<file path="config.mk">
export PLATFORM = sky130hd
export DESIGN_NAME = thread_ctx_alloc
export DESIGN_NICKNAME = d
export VERILOG_FILES = /design/src/rtl/ctx_alloc_pkg.sv /design/src/rtl/ctx_lowest_free.sv /design/src/rtl/ctx_free_pool.sv /design/src/rtl/ctx_record_file.sv /design/src/rtl/thread_ctx_alloc.sv
export SDC_FILE = /design/constraint.sdc
export NUM_CORES = 1
export LEC_CHECK = 0
export BUFFER_PORTS_ARGS = -buffer_cell sky130_fd_sc_hd__buf_2
export CELL_PAD_IN_SITES_DETAIL_PLACEMENT = 2
export CELL_PAD_IN_SITES_GLOBAL_PLACEMENT = 2
export CORE_ASPECT_RATIO = 0.8
export CORE_MARGIN = 5
export CORE_UTILIZATION = 40
export DETAILED_ROUTE_END_ITERATION = 8
export GPL_ROUTABILITY_DRIVEN = 0
export PLACE_DENSITY = 0.75
export SLEW_MARGIN = 15
export SYNTH_ARGS = -nofsm -noshare
export SYNTH_HDL_FRONTEND = slang
export SYNTH_SLANG_ARGS = --single-unit
</file>
<file path="constraint.sdc">
create_clock -name clk -period 11.05 [get_ports clk]
set_input_delay 1.6575 -clock clk [delete_from_list [all_inputs] [get_ports clk]]
set_output_delay 1.6575 -clock clk [all_outputs]
set_load 0.01 [all_outputs]
</file>
<file path="src/rtl/ctx_alloc_pkg.sv">
package ctx_alloc_pkg;

    typedef enum logic [1:0] {
        RSP_IDLE   = 2'd0,
        RSP_REGSET = 2'd1,
        RSP_FRAME  = 2'd2,
        RSP_REFUSE = 2'd3
    } rsp_state_e;

    function automatic int max_of(input int a, input int b);
        return (a > b) ? a : b;
    endfunction

endpackage

</file>
<file path="src/rtl/ctx_lowest_free.sv">
module ctx_lowest_free #(
    parameter int N  = 4,
    parameter int IW = 3
) (
    input  logic [N-1:0]  free_map,
    output logic          found,
    output logic [IW-1:0] idx,
    output logic [N-1:0]  hot
);

    always_comb begin
        idx = '0;
        hot = '0;
        for (int i = N - 1; i >= 0; i--) begin
            if (free_map[i]) begin
                idx    = IW'(i);
                hot    = '0;
                hot[i] = 1'b1;
            end
        end
        found = |free_map;
    end

endmodule

</file>
<file path="src/rtl/ctx_free_pool.sv">
module ctx_free_pool #(
    parameter int N  = 4,
    parameter int IW = 3
) (
    input  logic          clk,
    input  logic          rst_n,
    input  logic          rel_valid,
    input  logic [IW-1:0] rel_idx,
    input  logic          take,
    output logic          avail,
    output logic [IW-1:0] pick_idx,
    output logic          rel_bad
);

    logic [N-1:0] free_q;
    logic [N-1:0] free_eff;
    logic [N-1:0] rel_hot;
    logic [N-1:0] rel_ok_hot;
    logic [N-1:0] pick_hot;
    logic [N-1:0] free_d;

    // decode the release index entry by entry; out-of-range hits nothing
    for (genvar g = 0; g < N; g++) begin : g_rel_dec
        assign rel_hot[g] = rel_valid && (rel_idx == IW'(g));
    end

    assign rel_ok_hot = rel_hot & ~free_q;
    assign rel_bad    = rel_valid && (rel_ok_hot == '0);
    // release lands before the pick in the same cycle
    assign free_eff   = free_q | rel_ok_hot;

    ctx_lowest_free #(.N(N), .IW(IW)) u_pick (
        .free_map (free_eff),
        .found    (avail),
        .idx      (pick_idx),
        .hot      (pick_hot)
    );

    always_comb begin
        free_d = free_eff;
        if (take) free_d = free_eff & ~pick_hot;
    end

    always_ff @(posedge clk) begin
        if (!rst_n) free_q <= '1;
        else        free_q <= free_d;
    end


    lowest_pick_chk: assert property (@(posedge clk) disable iff (!rst_n)
        avail |-> ((free_eff & (pick_hot - N'(1))) == '0));


    taken_busy_chk: assert property (@(posedge clk) disable iff (!rst_n)
        take |=> ((free_q & $past(pick_hot)) == '0));


    bad_release_ignored_chk: assert property (@(posedge clk) disable iff (!rst_n)
        (rel_bad && !take) |=> $stable(free_q));

endmodule

</file>
<file path="src/rtl/ctx_record_file.sv">
module ctx_record_file #(
    parameter int N      = 4,
    parameter int IW     = 3,
    parameter int ADDR_W = 16,
    parameter int SYNC_W = 6
) (
    input  logic              clk,
    input  logic              rst_n,
    input  logic              wr_en,
    input  logic [IW-1:0]     wr_idx,
    input  logic [ADDR_W-1:0] wr_addr,
    input  logic [SYNC_W-1:0] wr_sync,
    input  logic [IW-1:0]     rd_idx,
    output logic [ADDR_W-1:0] rd_addr,
    output logic [SYNC_W-1:0] rd_sync
);

    logic [ADDR_W-1:0] addr_q [N];
    logic [SYNC_W-1:0] sync_q [N];

    for (genvar g = 0; g < N; g++) begin : g_entry
        always_ff @(posedge clk) begin
            if (!rst_n) begin
                addr_q[g] <= '0;
                sync_q[g] <= '0;
            end else if (wr_en && (wr_idx == IW'(g))) begin
                addr_q[g] <= wr_addr;
                sync_q[g] <= wr_sync;
            end
        end
    end

    always_comb begin
        rd_addr = '0;
        rd_sync = '0;
        for (int i = 0; i < N; i++) begin
            if (rd_idx == IW'(i)) begin
                rd_addr = addr_q[i];
                rd_sync = sync_q[i];
            end
        end
    end

endmodule

</file>
<file path="src/rtl/thread_ctx_alloc.sv">
module thread_ctx_alloc
    import ctx_alloc_pkg::*;
#(
    parameter int NUM_REGSETS = 4,
    parameter int NUM_FRAMES  = 6,
    parameter int ADDR_W      = 16,
    parameter int SYNC_W      = 6,
    localparam int MAX_N      = max_of(NUM_REGSETS, NUM_FRAMES),
    localparam int IDX_W      = (MAX_N > 1) ? $clog2(MAX_N) : 1
) (
    input  logic              clk,
    input  logic              rst_n,
    input  logic              create_valid,
    input  logic [ADDR_W-1:0] create_addr,
    input  logic [SYNC_W-1:0] create_sync,
    input  logic              rel_valid,
    input  logic              rel_is_frame,
    input  logic [IDX_W-1:0]  rel_idx,
    output logic              rsp_valid,
    output logic              rsp_ok,
    output logic              rsp_is_frame,
    output logic [IDX_W-1:0]  rsp_idx,
    output logic              rsp_needs_preload,
    output logic              rel_err,
    input  logic              rd_is_frame,
    input  logic [IDX_W-1:0]  rd_idx,
    output logic [ADDR_W-1:0] rd_addr,
    output logic [SYNC_W-1:0] rd_sync
);

    rsp_state_e state_q, state_d;
    logic [IDX_W-1:0] idx_q, idx_d;
    logic             rel_err_q;

    logic             reg_avail, frm_avail;
    logic [IDX_W-1:0] reg_pick, frm_pick;
    logic             reg_bad, frm_bad;
    logic             take_reg, take_frm;
    logic [ADDR_W-1:0] reg_rd_addr, frm_rd_addr;
    logic [SYNC_W-1:0] reg_rd_sync, frm_rd_sync;

    assign take_reg = create_valid && reg_avail;
    assign take_frm = create_valid && !reg_avail && frm_avail;

    ctx_free_pool #(.N(NUM_REGSETS), .IW(IDX_W)) u_reg_pool (
        .clk       (clk),
        .rst_n     (rst_n),
        .rel_valid (rel_valid && !rel_is_frame),
        .rel_idx   (rel_idx),
        .take      (take_reg),
        .avail     (reg_avail),
        .pick_idx  (reg_pick),
        .rel_bad   (reg_bad)
    );

    ctx_free_pool #(.N(NUM_FRAMES), .IW(IDX_W)) u_frm_pool (
        .clk       (clk),
        .rst_n     (rst_n),
        .rel_valid (rel_valid && rel_is_frame),
        .rel_idx   (rel_idx),
        .take      (take_frm),
        .avail     (frm_avail),
        .pick_idx  (frm_pick),
        .rel_bad   (frm_bad)
    );

    ctx_record_file #(.N(NUM_REGSETS), .IW(IDX_W), .ADDR_W(ADDR_W), .SYNC_W(SYNC_W)) u_reg_rec (
        .clk     (clk),
        .rst_n   (rst_n),
        .wr_en   (take_reg),
        .wr_idx  (reg_pick),
        .wr_addr (create_addr),
        .wr_sync (create_sync),
        .rd_idx  (rd_idx),
        .rd_addr (reg_rd_addr),
        .rd_sync (reg_rd_sync)
    );

    ctx_record_file #(.N(NUM_FRAMES), .IW(IDX_W), .ADDR_W(ADDR_W), .SYNC_W(SYNC_W)) u_frm_rec (
        .clk     (clk),
        .rst_n   (rst_n),
        .wr_en   (take_frm),
        .wr_idx  (frm_pick),
        .wr_addr (create_addr),
        .wr_sync (create_sync),
        .rd_idx  (rd_idx),
        .rd_addr (frm_rd_addr),
        .rd_sync (frm_rd_sync)
    );

    assign rd_addr = rd_is_frame ? frm_rd_addr : reg_rd_addr;
    assign rd_sync = rd_is_frame ? frm_rd_sync : reg_rd_sync;

    // next-state selection
    always_comb begin
        state_d = RSP_IDLE;
        idx_d   = '0;
        if (create_valid) begin
            if (reg_avail) begin
                state_d = RSP_REGSET;
                idx_d   = reg_pick;
            end else if (frm_avail) begin
                state_d = RSP_FRAME;
                idx_d   = frm_pick;
            end else begin
                state_d = RSP_REFUSE;
            end
        end
    end

    // state register
    always_ff @(posedge clk) begin
        if (!rst_n) begin
            state_q   <= RSP_IDLE;
            idx_q     <= '0;
            rel_err_q <= 1'b0;
        end else begin
            state_q   <= state_d;
            idx_q     <= idx_d;
            rel_err_q <= reg_bad || frm_bad;
        end
    end

    // outputs
    always_comb begin
        rsp_valid         = 1'b0;
        rsp_ok            = 1'b0;
        rsp_is_frame      = 1'b0;
        rsp_needs_preload = 1'b0;
        rsp_idx           = '0;
        unique case (state_q)
            RSP_IDLE: ;
            RSP_REGSET: begin
                rsp_valid = 1'b1;
                rsp_ok    = 1'b1;
                rsp_idx   = idx_q;
            end
            RSP_FRAME: begin
                rsp_valid         = 1'b1;
                rsp_ok            = 1'b1;
                rsp_is_frame      = 1'b1;
                rsp_needs_preload = 1'b1;
                rsp_idx           = idx_q;
            end
            RSP_REFUSE: rsp_valid = 1'b1;
            default: ;
        endcase
    end

    assign rel_err = rel_err_q;


    create_answered_chk: assert property (@(posedge clk) disable iff (!rst_n)
        create_valid |=> rsp_valid);


    no_spurious_rsp_chk: assert property (@(posedge clk) disable iff (!rst_n)
        !create_valid |=> !rsp_valid);


    refuse_when_full_chk: assert property (@(posedge clk) disable iff (!rst_n)
        (create_valid && !reg_avail && !frm_avail) |=> (rsp_valid && !rsp_ok));


    frame_fallback_chk: assert property (@(posedge clk) disable iff (!rst_n)
        (create_valid && !reg_avail && frm_avail) |=> (rsp_ok && rsp_is_frame && rsp_needs_preload));


    regset_first_chk: assert property (@(posedge clk) disable iff (!rst_n)
        (create_valid && reg_avail) |=> (rsp_ok && !rsp_is_frame && !rsp_needs_preload));


    bad_release_pulse_chk: assert property (@(posedge clk) disable iff (!rst_n)
        (rel_valid && (reg_bad || frm_bad)) |=> rel_err);

endmodule

</file>
After elaboration in Yosys (flattened, before gate mapping)
Memory sizes are Yosys's and may differ from the RTL's.
Index checks and enable logic that the tools add are counted.
W data, S select, Z words.
{"block": "totals", "ff_bits": 16, "ram_bits": 220, "in_bits": 34, "elab_cells": 208, "mem_count": 4}
{"block": "classes", "n_eq_ne": 21, "mux": 103, "bitwise_logic": 32, "reduce_logical": 42}
{"name": "u_frm_rec.addr_q", "words": 6, "word_bits": 16, "read_ports": 6, "rd_clocked_by_memory_dff": 0, "write_ports": 6, "line": "ctx_record_file.sv:18", "text": "logic [ADDR_W-1:0] addr_q [N];"}
{"name": "u_reg_rec.addr_q", "words": 4, "word_bits": 16, "read_ports": 4, "rd_clocked_by_memory_dff": 0, "write_ports": 4, "line": "ctx_record_file.sv:18"}
{"name": "u_frm_rec.sync_q", "words": 6, "word_bits": 6, "read_ports": 6, "rd_clocked_by_memory_dff": 0, "write_ports": 6, "line": "ctx_record_file.sv:19", "text": "logic [SYNC_W-1:0] sync_q [N];"}
{"name": "u_reg_rec.sync_q", "words": 4, "word_bits": 6, "read_ports": 4, "rd_clocked_by_memory_dff": 0, "write_ports": 4, "line": "ctx_record_file.sv:19"}
{"cell": "$mux W16", "count": 21}
{"cell": "$mux W6", "count": 28}
{"cell": "$mux W1", "count": 36}
{"cell": "$mux W3", "count": 12}
{"cell": "$logic_and A1 B1 Y1", "count": 27}
{"cell": "$eq A3 B2 Y1 const B", "count": 8}
{"cell": "$mux W4", "count": 5}
{"cell": "$or A1 B1 Y1", "count": 20}
{"cell": "$eq A3 B3 Y1 const B", "count": 6}
{"cell": "$and A6 B6 Y6", "count": 2}
{"cell": "$eq A3 B1 Y1 const B", "count": 4}
{"cell": "$logic_not A3 Y1", "count": 4}
{"cell": "$not A6 Y6", "count": 2}
{"cell": "$reduce_or A6 Y1", "count": 2}
{"cell": "$and A4 B4 Y4", "count": 2}
{"cell": "$not A4 Y4", "count": 2}
{"cell": "$logic_not A6 Y1", "count": 1}
{"cell": "$or A6 B6 Y6", "count": 1}
{"cell": "$eq A2 B2 Y1 const B", "count": 2}
{"cell": "$logic_not A4 Y1", "count": 1}
{"cell": "$or A4 B4 Y4", "count": 1}
{"cell": "$reduce_or A4 Y1", "count": 1}
{"cell": "$reduce_or A3 Y1", "count": 1}
{"cell": "$eq A2 B1 Y1 const B", "count": 1}
{"cell": "6 further kinds", "count": 8}

Depth between registers and ports, before layout
Gate-level depths: netlist of the first run.
{"block": "logic_depth", "depth_word": 16, "mapped_depth": 7}

Cells and area by module
Synthesis of the first run repeated with hierarchy kept, for this count alone.
{"block": "hier_totals", "cells_unflattened": 887, "area_unflattened_um2": 11541.1}
{"module": "ctx_record_file at u_frm_rec", "instances": 1, "cells_per_inst": 432, "area_each_um2": 6040.8, "seq_area_each_um2": 3963.8}
{"module": "ctx_record_file at u_reg_rec", "instances": 1, "cells_per_inst": 302, "area_each_um2": 4157.7, "seq_area_each_um2": 2642.5}
{"module": "thread_ctx_alloc", "instances": 1, "cells_per_inst": 57, "area_each_um2": 553.0, "seq_area_each_um2": 120.1}
{"module": "ctx_free_pool at u_frm_pool", "instances": 1, "cells_per_inst": 36, "area_each_um2": 334.1, "seq_area_each_um2": 120.1}
{"module": "ctx_free_pool at u_reg_pool", "instances": 1, "cells_per_inst": 30, "area_each_um2": 289.0, "seq_area_each_um2": 80.1}
{"module": "ctx_lowest_free at u_frm_pool.u_pick", "instances": 1, "cells_per_inst": 17, "area_each_um2": 93.8, "seq_area_each_um2": 0.0}
{"module": "ctx_lowest_free at u_reg_pool.u_pick", "instances": 1, "cells_per_inst": 13, "area_each_um2": 72.6, "seq_area_each_um2": 0.0}

Worst setup path before layout of the first run
Ideal clock, no wire load.
{"block": "synth_path", "path_type": "input-to-reg", "from": "input rel_idx[0]", "to": "memory u_frm_rec.addr_q[2][0], in the netlist u_frm_rec.addr_q[1][0], enable pin", "setup_time_ns": 0.435, "arrival_ns": 4.374, "t_required_ns": 10.615, "setup_slack_ns": 6.241, "path_stages": 6, "path_buffers": 2, "cell_sequence": "buf_2 > nor2b_1 > a21oi_1 > a31oi_2 > buf_2 > o31ai_1"}
{"element": "start: declaration", "line": "thread_ctx_alloc.sv:18", "text": "input logic [IDX_W-1:0] rel_idx,"}
{"element": "end: declaration", "line": "ctx_record_file.sv:18"}

Final worst setup path of the first run
{"block": "layout_path", "from": "input rd_idx[0]", "to": "output rd_addr[8]"}
{"block": "layout_between", "elab_chain_len": 8, "word_cells_on_any_way": 17, "classes_between": "eq/ne (5); mux (11); reduce/logical (1)"}
{"element": "start: declaration", "line": "thread_ctx_alloc.sv:26", "text": "input logic [IDX_W-1:0] rd_idx,"}
{"element": "$logic_not A3 Y1", "line": "ctx_record_file.sv:37", "text": "if (rd_idx == IW'(i)) begin"}
{"element": "$mux W16 (6 in a row)", "line": "ctx_record_file.sv:37"}
{"element": "$mux W16 *", "line": "thread_ctx_alloc.sv:91", "text": "assign rd_addr = rd_is_frame ? frm_rd_addr : reg_rd_addr;"}
{"element": "end: declaration", "line": "thread_ctx_alloc.sv:27", "text": "output logic [ADDR_W-1:0] rd_addr,"}
Mark *: on every way between the ends. The rest lies on a longest branch, timed or not.

==> results of run 1 <==
==> cell usage after synthesis (3+ instances only) <==
cell and instances:
a211oi_1 9, nor2_1 30, buf_6 4, clkbuf_1 29
and2_1 136, a31oi_1 3, nand2b_1 7, o221ai_1 12
edfxtp_1 220, nand3_1 5, a21o_1 4, dfxtp_1 16
mux2i_1 52, inv_1 10, and3_1 91, buf_1 3
a22o_1 12, clkbuf_2 4, a21oi_1 32, nand2_1 20
nor2b_1 12, nor3_1 4, o21ai_0 20, mux4_2 24
buf_2 18, o22ai_1 11
==> per-layer routing <==
| layer | vias to the layer above | track usage | wire, microns |
|---|---|---|---|
| met5 | - | 0 | 52 |
| li1 | 3185 | - | - |
| met1 | 4041 | 0.326 | 16500 |
| met4 | 8 | 0.0625 | 904 |
| met2 | 232 | 0.433 | 19200 |
| met3 | 71 | 0.0362 | 1860 |
==> area by class of cell <==
class / instances / share of cell area
Timing Repair Buffer: 83 / 0.0368
Clock inverter: 15 / 0.0192
Tap cell: 364 / 0.0358
Inverter: 10 / 0.00295
Clock buffer: 32 / 0.0546
Sequential cell: 236 / 0.545
Multi-Input combinational cell: 517 / 0.305
Antenna cell: 1 / 0.000197
==> path summary, 6_finish.rpt <==
path                                           start                       to  slack, ns  cells past startpoint
worst max-delay path                       rd_idx[0]               rd_addr[8]       5.18                      8
worst min-delay path            u_frm_pool.free_q[5]     u_frm_pool.free_q[5]       0.60                      2
worst max register to register  u_frm_pool.free_q[4]  u_frm_rec.addr_q[1][16]       7.85                      5
worst min register to register  u_frm_pool.free_q[5]     u_frm_pool.free_q[5]       0.60                      2
==> critical path, delay by kind of cell <==
family / cells / cell delay [ns]
AND/OR/NAND/NOR: 1 / 0.09
AO/OA/AOI/OAI: 3 / 0.59
multiplexers: 1 / 0.34
buffers and inverters: 3 / 1.52
==> per-stage QoR <==
stage	setup slack, ns	area (sq um)	utilization
after global placement	5.26	11800	0.432
after detailed placement	5.20	11800	0.432
after global routing	5.01	12700	0.467
final	5.18	12700	0.467
after floorplan	6.24	11000	-
after CTS	5.13	12700	0.467
==> flip-flops by register name, summed over array words and instances, names as in the netlist, 2 cells and up <==
signal / cells
u_reg_rec.sync_q: 24
u_reg_rec.addr_q: 64
u_reg_pool.free_q: 4
u_frm_pool.free_q: 6
state_q: 2
u_frm_rec.addr_q: 96
u_frm_rec.sync_q: 36
idx_q: 3
==> power by group <==
part | total [mW] | internal [mW] | switching [mW]
Clock | 0.966 | 0.607 | 0.359
Sequential | 1.02 | 1.01 | 0.0136
Combinational | 0.157 | 0.0520 | 0.105
==> logic make-up (layout without fill, tap and decap cells) <==
| family | Yosys count | after routing | share of synthesized area |
|---|---|---|---|
| compound gates | 118 | 118 | 0.0715 |
| fa+ha+maj | 2 | 2 | 0.00226 |
| buf+inv | 69 | 140 | 0.0290 |
| flops | 236 | 236 | 0.627 |
| mux | 78 | 78 | 0.0981 |
| other cells | 0 | 1 | 0 |
| simple gates | 319 | 319 | 0.172 |
==> run_results.csv, run 1 <==
group,metric,value,unit
yosys,async_reset_ff_frac,0,
sta,skew,0.00739,ns
yosys,yosys-top-cells-area,"edfxtp_1 (60%), and2_1 (7.7%), and3_1 (5.2%), mux4_2 (4.9%), mux2i_1 (4.7%)",
critical_path,critPathArrivalTime,4.22,ns
clocking,cts_buffers,26,
critical_path,endpoint_kind,"primary output",
die,die_w,196,microns
sta,rsz0062_at_grt,"no",
yosys,ys_warn_count,0,
global_routing,grt_pass1_wl,56700,microns
die,die-area,31100,sq um
die,die_h,159,microns
global_routing,overflow,0,
clocking,cts_tree,"built",
drt,vias,7537,
die,ioPinCount,64,
sta,fin_tns_setup,0,ns
global_routing,grt_pass1_vias,8437,
die,core_area,27200,sq um
sta,setup_violations,0,
yosys,synth-edff-count,220,
sta,holdWs,0.598,ns
critical_path,crit_top_cell,"buf_4",
placed_design,hpwlAfterDp,22700,microns
clocking,htreeDepth,1,
sta,tightest_slew,1.18,ns
final_layout,final_cell_mix,"edfxtp_1 (220), and2_1 (136), and3_1 (91), buf_2 (62), mux2i_1 (52)",
clocking,clock_latency,0.53,ns
final_layout,area_growth,15.0,%
yosys,synth_nets,858,
yosys,ys.flop_type,"edfxtp_1",
drt,routed_wl,38400,microns
clocking,post_cts_buffers,0,
drt,drt_iter0_drc,577,
sta,slew_headroom,0.214,
die,start_util,0.406,
drt,wl_per_cell,30.5,microns
pwr,p_total,2.15,mW
hold_path,min_path_type,"reg2reg",
clocking,cts_resized,0,
final_layout,multi_input_area,3880,sq um
sta,finalMaxSlewViolations,0,
pwr,vdd_drop_max,0.126,mV
final_layout,seqCellArea,6930,sq um
yosys,syn_inst,822,
yosys,synth_cell_types,53,
die,num_rows,54,
yosys,yosys.area.top_type_share,0.598,
global_routing,grt_max_degree,50,
yosys,syn-cell-area,11000,sq um
global_routing,track_usage,0.247,
critical_path,path_class,"in2out",
sta,fmax,170,MHz
drt,drc_errors,0,
pwr,power_density,169,nW/um^2
sta,fin_crit_sh,0.532,
critical_path,cp.required,9.39,ns
sta,period_needed,5.87,ns
final_layout,instances_no_fill,1258,
critical_path,cpMaxStageDelayCell,"buf_4",
yosys,seq_area_frac_synth,0.627,
final_layout,final_common_cell,"edfxtp_1",
drt,routed_via_density,5.99,
critical_path,critPathMaxStageDelay,0.71,ns
final_layout,nets,910,
clocking,cts_hold_buf,0,
global_routing,antenna_found_initial,5,
pwr,p_leak,5.14,nW
final_layout,drive_gt1_frac,0.189,
placed_design,place_inst,1210,
clocking,clockBufferDepth,3,
drt,firstDrtPassIters,5,
critical_path,crit_chain,"buf_4, buf_4, mux2i_1, nor2_1, a21oi_1, o221ai_1, a22o_1, buf_2",
final_layout,nFillCells,2638,
clocking,clock-sinks,236,
critical_path,startpoint_type,"input port",
sta,finalHoldViolations,0,
yosys,synth_area_per_cell,13.4,sq um
placed_design,port_buffers,63,
yosys,ys_seq_elements,236,
clocking,root_buffer,"clkbuf_16",
drt,antenna_left,0,
run,max_cap_violations,0,
clocking,clkSlewWorstSetupHoldPaths,0.06,ns
run_status,outcome,"finished, final reports clean",
yosys,yosys.area.top_type,"edfxtp_1",
critical_path,critPathMaxFanout,45,
Note: power is estimated with default switching activity, not from simulation.
==> inputs of run 2 (changes only) <==
--- a/config.mk
+++ b/config.mk
@@ -5,6 +5,7 @@
 export SDC_FILE = /design/constraint.sdc
 export NUM_CORES = 1
 export LEC_CHECK = 0
+export ABC_AREA = 1
 export BUFFER_PORTS_ARGS = -buffer_cell sky130_fd_sc_hd__buf_2
 export CELL_PAD_IN_SITES_DETAIL_PLACEMENT = 2
 export CELL_PAD_IN_SITES_GLOBAL_PLACEMENT = 2
@@ -13,7 +14,7 @@
 export CORE_UTILIZATION = 40
 export DETAILED_ROUTE_END_ITERATION = 8
 export GPL_ROUTABILITY_DRIVEN = 0
-export PLACE_DENSITY = 0.75
+export PLACE_DENSITY = 0.8
 export SLEW_MARGIN = 15
 export SYNTH_ARGS = -nofsm -noshare
 export SYNTH_HDL_FRONTEND = slang
==> constraint.sdc (replaced) <==
create_clock -name clk -period 5.85 [get_ports clk]
set_input_delay 0.8775 -clock clk [delete_from_list [all_inputs] [get_ports clk]]
set_output_delay 0.8775 -clock clk [all_outputs]
set_load 0.01 [all_outputs]
==> run_results.csv, run 2 <==
group,metric,value,unit
run_status,outcome,"finished, final reports clean",
sta,setup_violations,0,
die,die_h,157,microns
yosys,synth_fa_ha_area_frac,0.00232,
yosys,yosys.area.top_type_share,0.613,
critical_path,cp.required,4.97,ns
critical_path,reg2reg_depth,10,
sta,fin_crit_sh,0.814,
global_routing,grt_max_degree,52,
yosys,synth_cell_types,40,
yosys,synth-edff-count,220,
die,core_area,26400,sq um
yosys,synth_xor_area_frac,0,
sta,slew_headroom,0.226,
critical_path,r2r_end,"u_frm_rec.sync_q[2][5]",
drt,drt_iter0_drc,558,
die,die_w,194,microns
clocking,cts_hold_buf,0,
global_routing,track_usage,0.241,
sta,skew,0.0119,ns
sta,finalMaxSlewViolations,0,
clocking,cts_resized,0,
sta,rsz0062_at_grt,"no",
final_layout,final_common_cell,"nor2_1",
final_layout,nets,1103,
yosys,ys_seq_elements,236,
global_routing,antenna_found_initial,0,
hold_path,hold_path_depth,2,
placed_design,hpwlAfterDp,22500,microns
die,die-area,30400,sq um
critical_path,startpoint_type,"input port",
drt,wl_per_cell,25.5,microns
pwr,vdd_drop_max,0.241,mV
final_layout,nFillCells,2796,
clocking,cts_tree,"built",
yosys,synth_most_common_cell,"nor2_1",
drt,routed_via_density,5.59,
global_routing,grt_pass1_wl,56000,microns
sta,holdWs,0.576,ns
hold_path,min_path_type,"reg2reg",
critical_path,setup.worst_path.start,"rd_idx[2]",
final_layout,seqCellArea,6930,sq um
critical_path,path_class,"in2out",
yosys,synthMuxAreaShare,0,
critical_path,critPathArrivalTime,3.88,ns
clocking,clock-sinks,236,
sta,period_needed,4.76,ns
drt,firstDrtPassIters,5,
drt,vias,8066,
clocking,clockBufferDepth,3,
final_layout,largest_register_ffs,96,
yosys,seq_area_frac_synth,0.643,
pwr,p_leak,4.80,nW
pwr,power_density,310,nW/um^2
die,start_util,0.408,
drt,antenna_left,0,
global_routing,overflow,0,
yosys,synth_area_per_cell,10.6,sq um
yosys,syn_inst,1013,
clocking,post_cts_buffers,0,
final_layout,drive_gt1_frac,0.172,
yosys,synthSimpleGateAreaFrac,0.212,
clocking,cts_buffers,26,
die,ioPinCount,64,
final_layout,final_cell_mix,"nor2_1 (222), edfxtp_1 (220), nand2_1 (132), inv_1 (83), buf_2 (63)",
final_layout,reg_top3,"u_frm_rec.addr_q: 96 flops, u_reg_rec.addr_q: 64 flops, u_frm_rec.sync_q: 36 flops",
clocking,clkSlewWorstSetupHoldPaths,0.06,ns
sta,fin_tns_setup,0,ns
yosys,netlist_top_cells_count,"nor2_1 (225), edfxtp_1 (220), nand2_1 (134), inv_1 (83), nand3_1 (59)",
sta,fmax,210,MHz
critical_path,r2r_slack,3.41,ns
yosys,synth_compound_area_frac,0.0770,
die,num_rows,53,
final_layout,area_growth,13.3,%
sta,finalHoldViolations,0,
yosys,synth_nets,1049,
final_layout,top_register,"u_frm_rec.addr_q",
critical_path,endpoint_kind,"primary output",
placed_design,port_buffers,63,
clocking,clock_latency,0.54,ns
final_layout,diodes,0,
drt,routed_wl,36800,microns
clocking,root_buffer,"clkbuf_16",
run,max_cap_violations,0,
final_layout,final_util,0.463,
yosys,synth_top_family_by_area,"simple AND/OR/NAND/NOR gates",
critical_path,critPathMaxFanout,51,
yosys,ys_warn_count,0,
global_routing,grt_pass1_vias,9116,
yosys,yosys.area.top_type,"edfxtp_1",
yosys,yosys-top-cells-area,"edfxtp_1 (61%), nor2_1 (7.8%), nand2_1 (4.7%), dfxtp_1 (3.0%), inv_1 (2.9%)",
critical_path,cp-endpoint,"rd_addr[5]",
clocking,htreeDepth,1,
drt,drc_errors,0,
yosys,syn-cell-area,10800,sq um
final_layout,multi_input_area,3180,sq um
yosys,async_reset_ff_frac,0,
yosys,ys.flop_type,"edfxtp_1",
critical_path,r2r-start,"u_reg_pool.free_q[3]",
sta,tightest_slew,1.16,ns
[run 2: worst min-delay path by stage]
stage | slack (ns) | to | start
after floorplan | 0.48 | u_reg_pool.free_q[2] | u_reg_pool.free_q[2]
after global placement | 0.50 | u_reg_pool.free_q[2] | u_reg_pool.free_q[2]
after detailed placement | 0.56 | u_reg_pool.free_q[2] | u_reg_pool.free_q[2]
after CTS | 0.57 | u_reg_pool.free_q[2] | u_reg_pool.free_q[2]
after global routing | 0.59 | u_reg_pool.free_q[2] | u_reg_pool.free_q[2]
final | 0.58 | u_reg_pool.free_q[2] | u_reg_pool.free_q[2]
[run 2: logic make-up (layout without fill, tap and decap cells)]
| family | count (synthesis) | after routing |
|---|---|---|
| DFF | 236 | 236 |
| adders and majority gates | 2 | 2 |
| AOI/OAI and AO/OA | 126 | 126 |
| and+or+nand+nor | 484 | 484 |
| buffers and inverters | 165 | 239 |
[run 2: critical path, stage by stage]
cell and delay (ns):
buf_2 0.11, inv_2 0.05, buf_4 0.53, nand3_2 0.98
o21ai_0 0.59, a21oi_1 0.10, nand3_1 0.12, a21oi_1 0.08
o21ai_0 0.22, buf_2 0.18
[run 2: where the power goes]
| group | internal (mW) | total (mW) | switching (mW) |
|---|---|---|---|
| Clock | 0.882 | 1.56 | 0.679 |
| Sequential | 1.92 | 1.95 | 0.0268 |
| Combinational | 0.0655 | 0.279 | 0.214 |
[run 2: routing by layer]
metal	wire length [microns]	part of all wire	track usage
met5	0	0	0
met3	2000	0.054	0.0452
met2	18500	0.50	0.429
met1	15300	0.42	0.306
met4	960	0.026	0.0681
[run 2: area by class of cell]
class	instances	share of cell area
multi-input cells	612	0.260
flip-flops and latches	236	0.567
clock inverters	17	0.00861
inverters	110	0.0338
clock buffers	31	0.0566
repair buffers	81	0.0369
well taps	357	0.0366
[run 2: metrics by stage]
| stage | setup WS [ns] | instances | power, mW | area [sq um] |
|---|---|---|---|---|
| after detailed placement | 1.06 | 1396 | 2.26 | 11400 |
| after global routing | 0.961 | 1444 | 3.92 | 12200 |
| after global placement | 1.26 | 1396 | 2.24 | 11400 |
| after CTS | 1.09 | 1444 | 3.82 | 12200 |
| after floorplan | 2.34 | 1013 | 2.12 | 10800 |
| final | 1.09 | 1444 | 3.79 | 12200 |
==> inputs of run 3 (changes only) <==
--- a/config.mk
+++ b/config.mk
@@ -5,16 +5,16 @@
 export SDC_FILE = /design/constraint.sdc
 export NUM_CORES = 1
 export LEC_CHECK = 0
-export ABC_AREA = 1
+export ABC_AREA = 0
 export BUFFER_PORTS_ARGS = -buffer_cell sky130_fd_sc_hd__buf_2
 export CELL_PAD_IN_SITES_DETAIL_PLACEMENT = 2
 export CELL_PAD_IN_SITES_GLOBAL_PLACEMENT = 2
 export CORE_ASPECT_RATIO = 0.8
 export CORE_MARGIN = 5
-export CORE_UTILIZATION = 40
+export CORE_UTILIZATION = 39
 export DETAILED_ROUTE_END_ITERATION = 8
 export GPL_ROUTABILITY_DRIVEN = 0
-export PLACE_DENSITY = 0.8
+export PLACE_DENSITY = 0.77
 export SLEW_MARGIN = 15
 export SYNTH_ARGS = -nofsm -noshare
 export SYNTH_HDL_FRONTEND = slang
==> constraint.sdc (replaced) <==
create_clock -name clk -period 3.9 [get_ports clk]
set_input_delay 0.585 -clock clk [delete_from_list [all_inputs] [get_ports clk]]
set_output_delay 0.585 -clock clk [all_outputs]
set_load 0.01 [all_outputs]
==> run_results.csv, run 3 (synthesis gave the netlist of run 1 again) <==
group,metric,value,unit
run_status,outcome,"finished, final reports clean",
final_layout,diodes,0,
critical_path,critPathMaxFanout,18,
drt,firstDrtPassIters,5,
clocking,cts_buffers,26,
die,die_w,198,microns
critical_path,reg2reg_depth,5,
clocking,cts_hold_buf,0,
critical_path,critPathMaxStageDelay,0.53,ns
die,start_util,0.394,
global_routing,overflow,0,
sta,setup_violations,0,
clocking,clockBufferDepth,3,
final_layout,final_util,0.455,
pwr,p_leak,5.20,nW
drt,routed_via_density,5.69,
critical_path,cpMaxStageDelayCell,"nor2b_1",
critical_path,cp.required,3.31,ns
critical_path,path_class,"in2out",
sta,tightest_slew,0.955,ns
hold_path,hold_path_depth,3,
die,num_rows,55,
global_routing,track_usage,0.215,
critical_path,endpoint_kind,"primary output",
global_routing,antenna_found_initial,2,
clocking,clock_latency,0.52,ns
final_layout,reg_top3,"u_frm_rec.addr_q: 96 flops, u_reg_rec.addr_q: 64 flops, u_frm_rec.sync_q: 36 flops",
sta,period_needed,3.17,ns
drt,vias,7304,
final_layout,design_area,12800,sq um
placed_design,dpl_cell_area,11900,sq um
critical_path,startpoint_type,"input port",
sta,fin_crit_sh,0.812,
drt,drc_errors,0,
clocking,cts_resized,0,
drt,antenna_left,0,
sta,slew_headroom,0.362,
clocking,post_cts_buffers,0,
sta,fin_tns_setup,0,ns
sta,finalMaxSlewViolations,0,
die,die_h,161,microns
critical_path,critPathArrivalTime,2.58,ns
clocking,cts_tree,"built",
final_layout,nFillCells,2759,
global_routing,grt_pass1_wl,51700,microns
hold_path,min_path_type,"in2reg",
global_routing,grt_pass1_vias,8117,
clocking,clkSlewWorstSetupHoldPaths,0.06,ns
sta,fmax,316,MHz
sta,skew,0.0105,ns
drt,wl_per_cell,26.7,microns
sta,finalHoldViolations,0,
sta,rsz0062_at_grt,"no",
final_layout,top_register,"u_frm_rec.addr_q",
critical_path,crit_chain,"buf_2, buf_4, nor2b_1, inv_1, o22ai_1, o22ai_1, a32o_1, buf_2",
pwr,vdd_drop_max,0.321,mV
drt,drt_iter0_drc,442,
final_layout,final_common_cell,"edfxtp_1",
final_layout,largest_register_ffs,96,
clocking,clock-sinks,236,
final_layout,drive_gt1_frac,0.210,
placed_design,port_buffers,63,
global_routing,grt_max_degree,45,
final_layout,area_growth,15.5,%
die,ioPinCount,64,
clocking,htreeDepth,1,
clocking,root_buffer,"clkbuf_16",
die,core_area,28100,sq um
drt,routed_wl,34200,microns
final_layout,final_cell_mix,"edfxtp_1 (220), and2_1 (136), and3_1 (91), buf_2 (62), mux2i_1 (52)",
placed_design,hpwlAfterDp,22200,microns
final_layout,nets,929,
pwr,power_density,456,nW/um^2
run,max_cap_violations,0,
die,die-area,31800,sq um
==> run 3: final timing paths <==
kind                                            from                      to  slack [ns]
worst max-delay path                       rd_idx[2]              rd_sync[4]        0.73
worst min-delay path                       rel_valid                 rel_err        0.33
worst max register to register  u_reg_pool.free_q[0]  u_frm_rec.sync_q[2][2]        1.14
worst min register to register  u_frm_pool.free_q[5]    u_frm_pool.free_q[5]        0.62
==> run 3: where the power goes <==
| group | switching [mW] | internal, mW |
|---|---|---|
| registers | 0.0337 | 2.86 |
| clock network | 1.02 | 1.46 |
| logic | 0.286 | 0.156 |
| total | 1.34 | 4.48 |
==> run 3: critical path: cells and delay by family <==
kind	cells	cell delay, ns
AOI/OAI and AO/OA	3	0.58
buffers and inverters	4	0.87
and+or+nand+nor	1	0.53
==> run 3: final cells by class <==
cell class,count,area (sq um),area share
inverter,10,37.5,0.00294
clock buffer,30,687,0.0538
multi-input combinational,517,3870,0.303
clock inverter,18,166,0.0130
tap,370,463,0.0363
sequential,236,6930,0.543
timing repair buffer,102,611,0.0478
==> run 3: per-stage QoR <==
stage	setup WS (ns)	power (mW)	instances	hold slack, ns
CTS	0.702	5.87	1283	0.316
global placement	0.791	3.37	1235	0.593
finish	0.732	5.82	1283	0.332
detailed placement	0.711	3.40	1235	0.596
floorplan	0.163	3.18	822	0.526
global route	0.590	6.03	1283	0.340
==> run 3: metal layers <==
metal,global-route usage,routed length [microns],part of all wire,up-vias
li1,-,-,-,3233
met1,0.296,15000,0.44,3857
met2,0.369,17200,0.50,163
met3,0.0292,1290,0.038,47
met4,0.0435,680,0.020,4
met5,0,34,0.00099,-
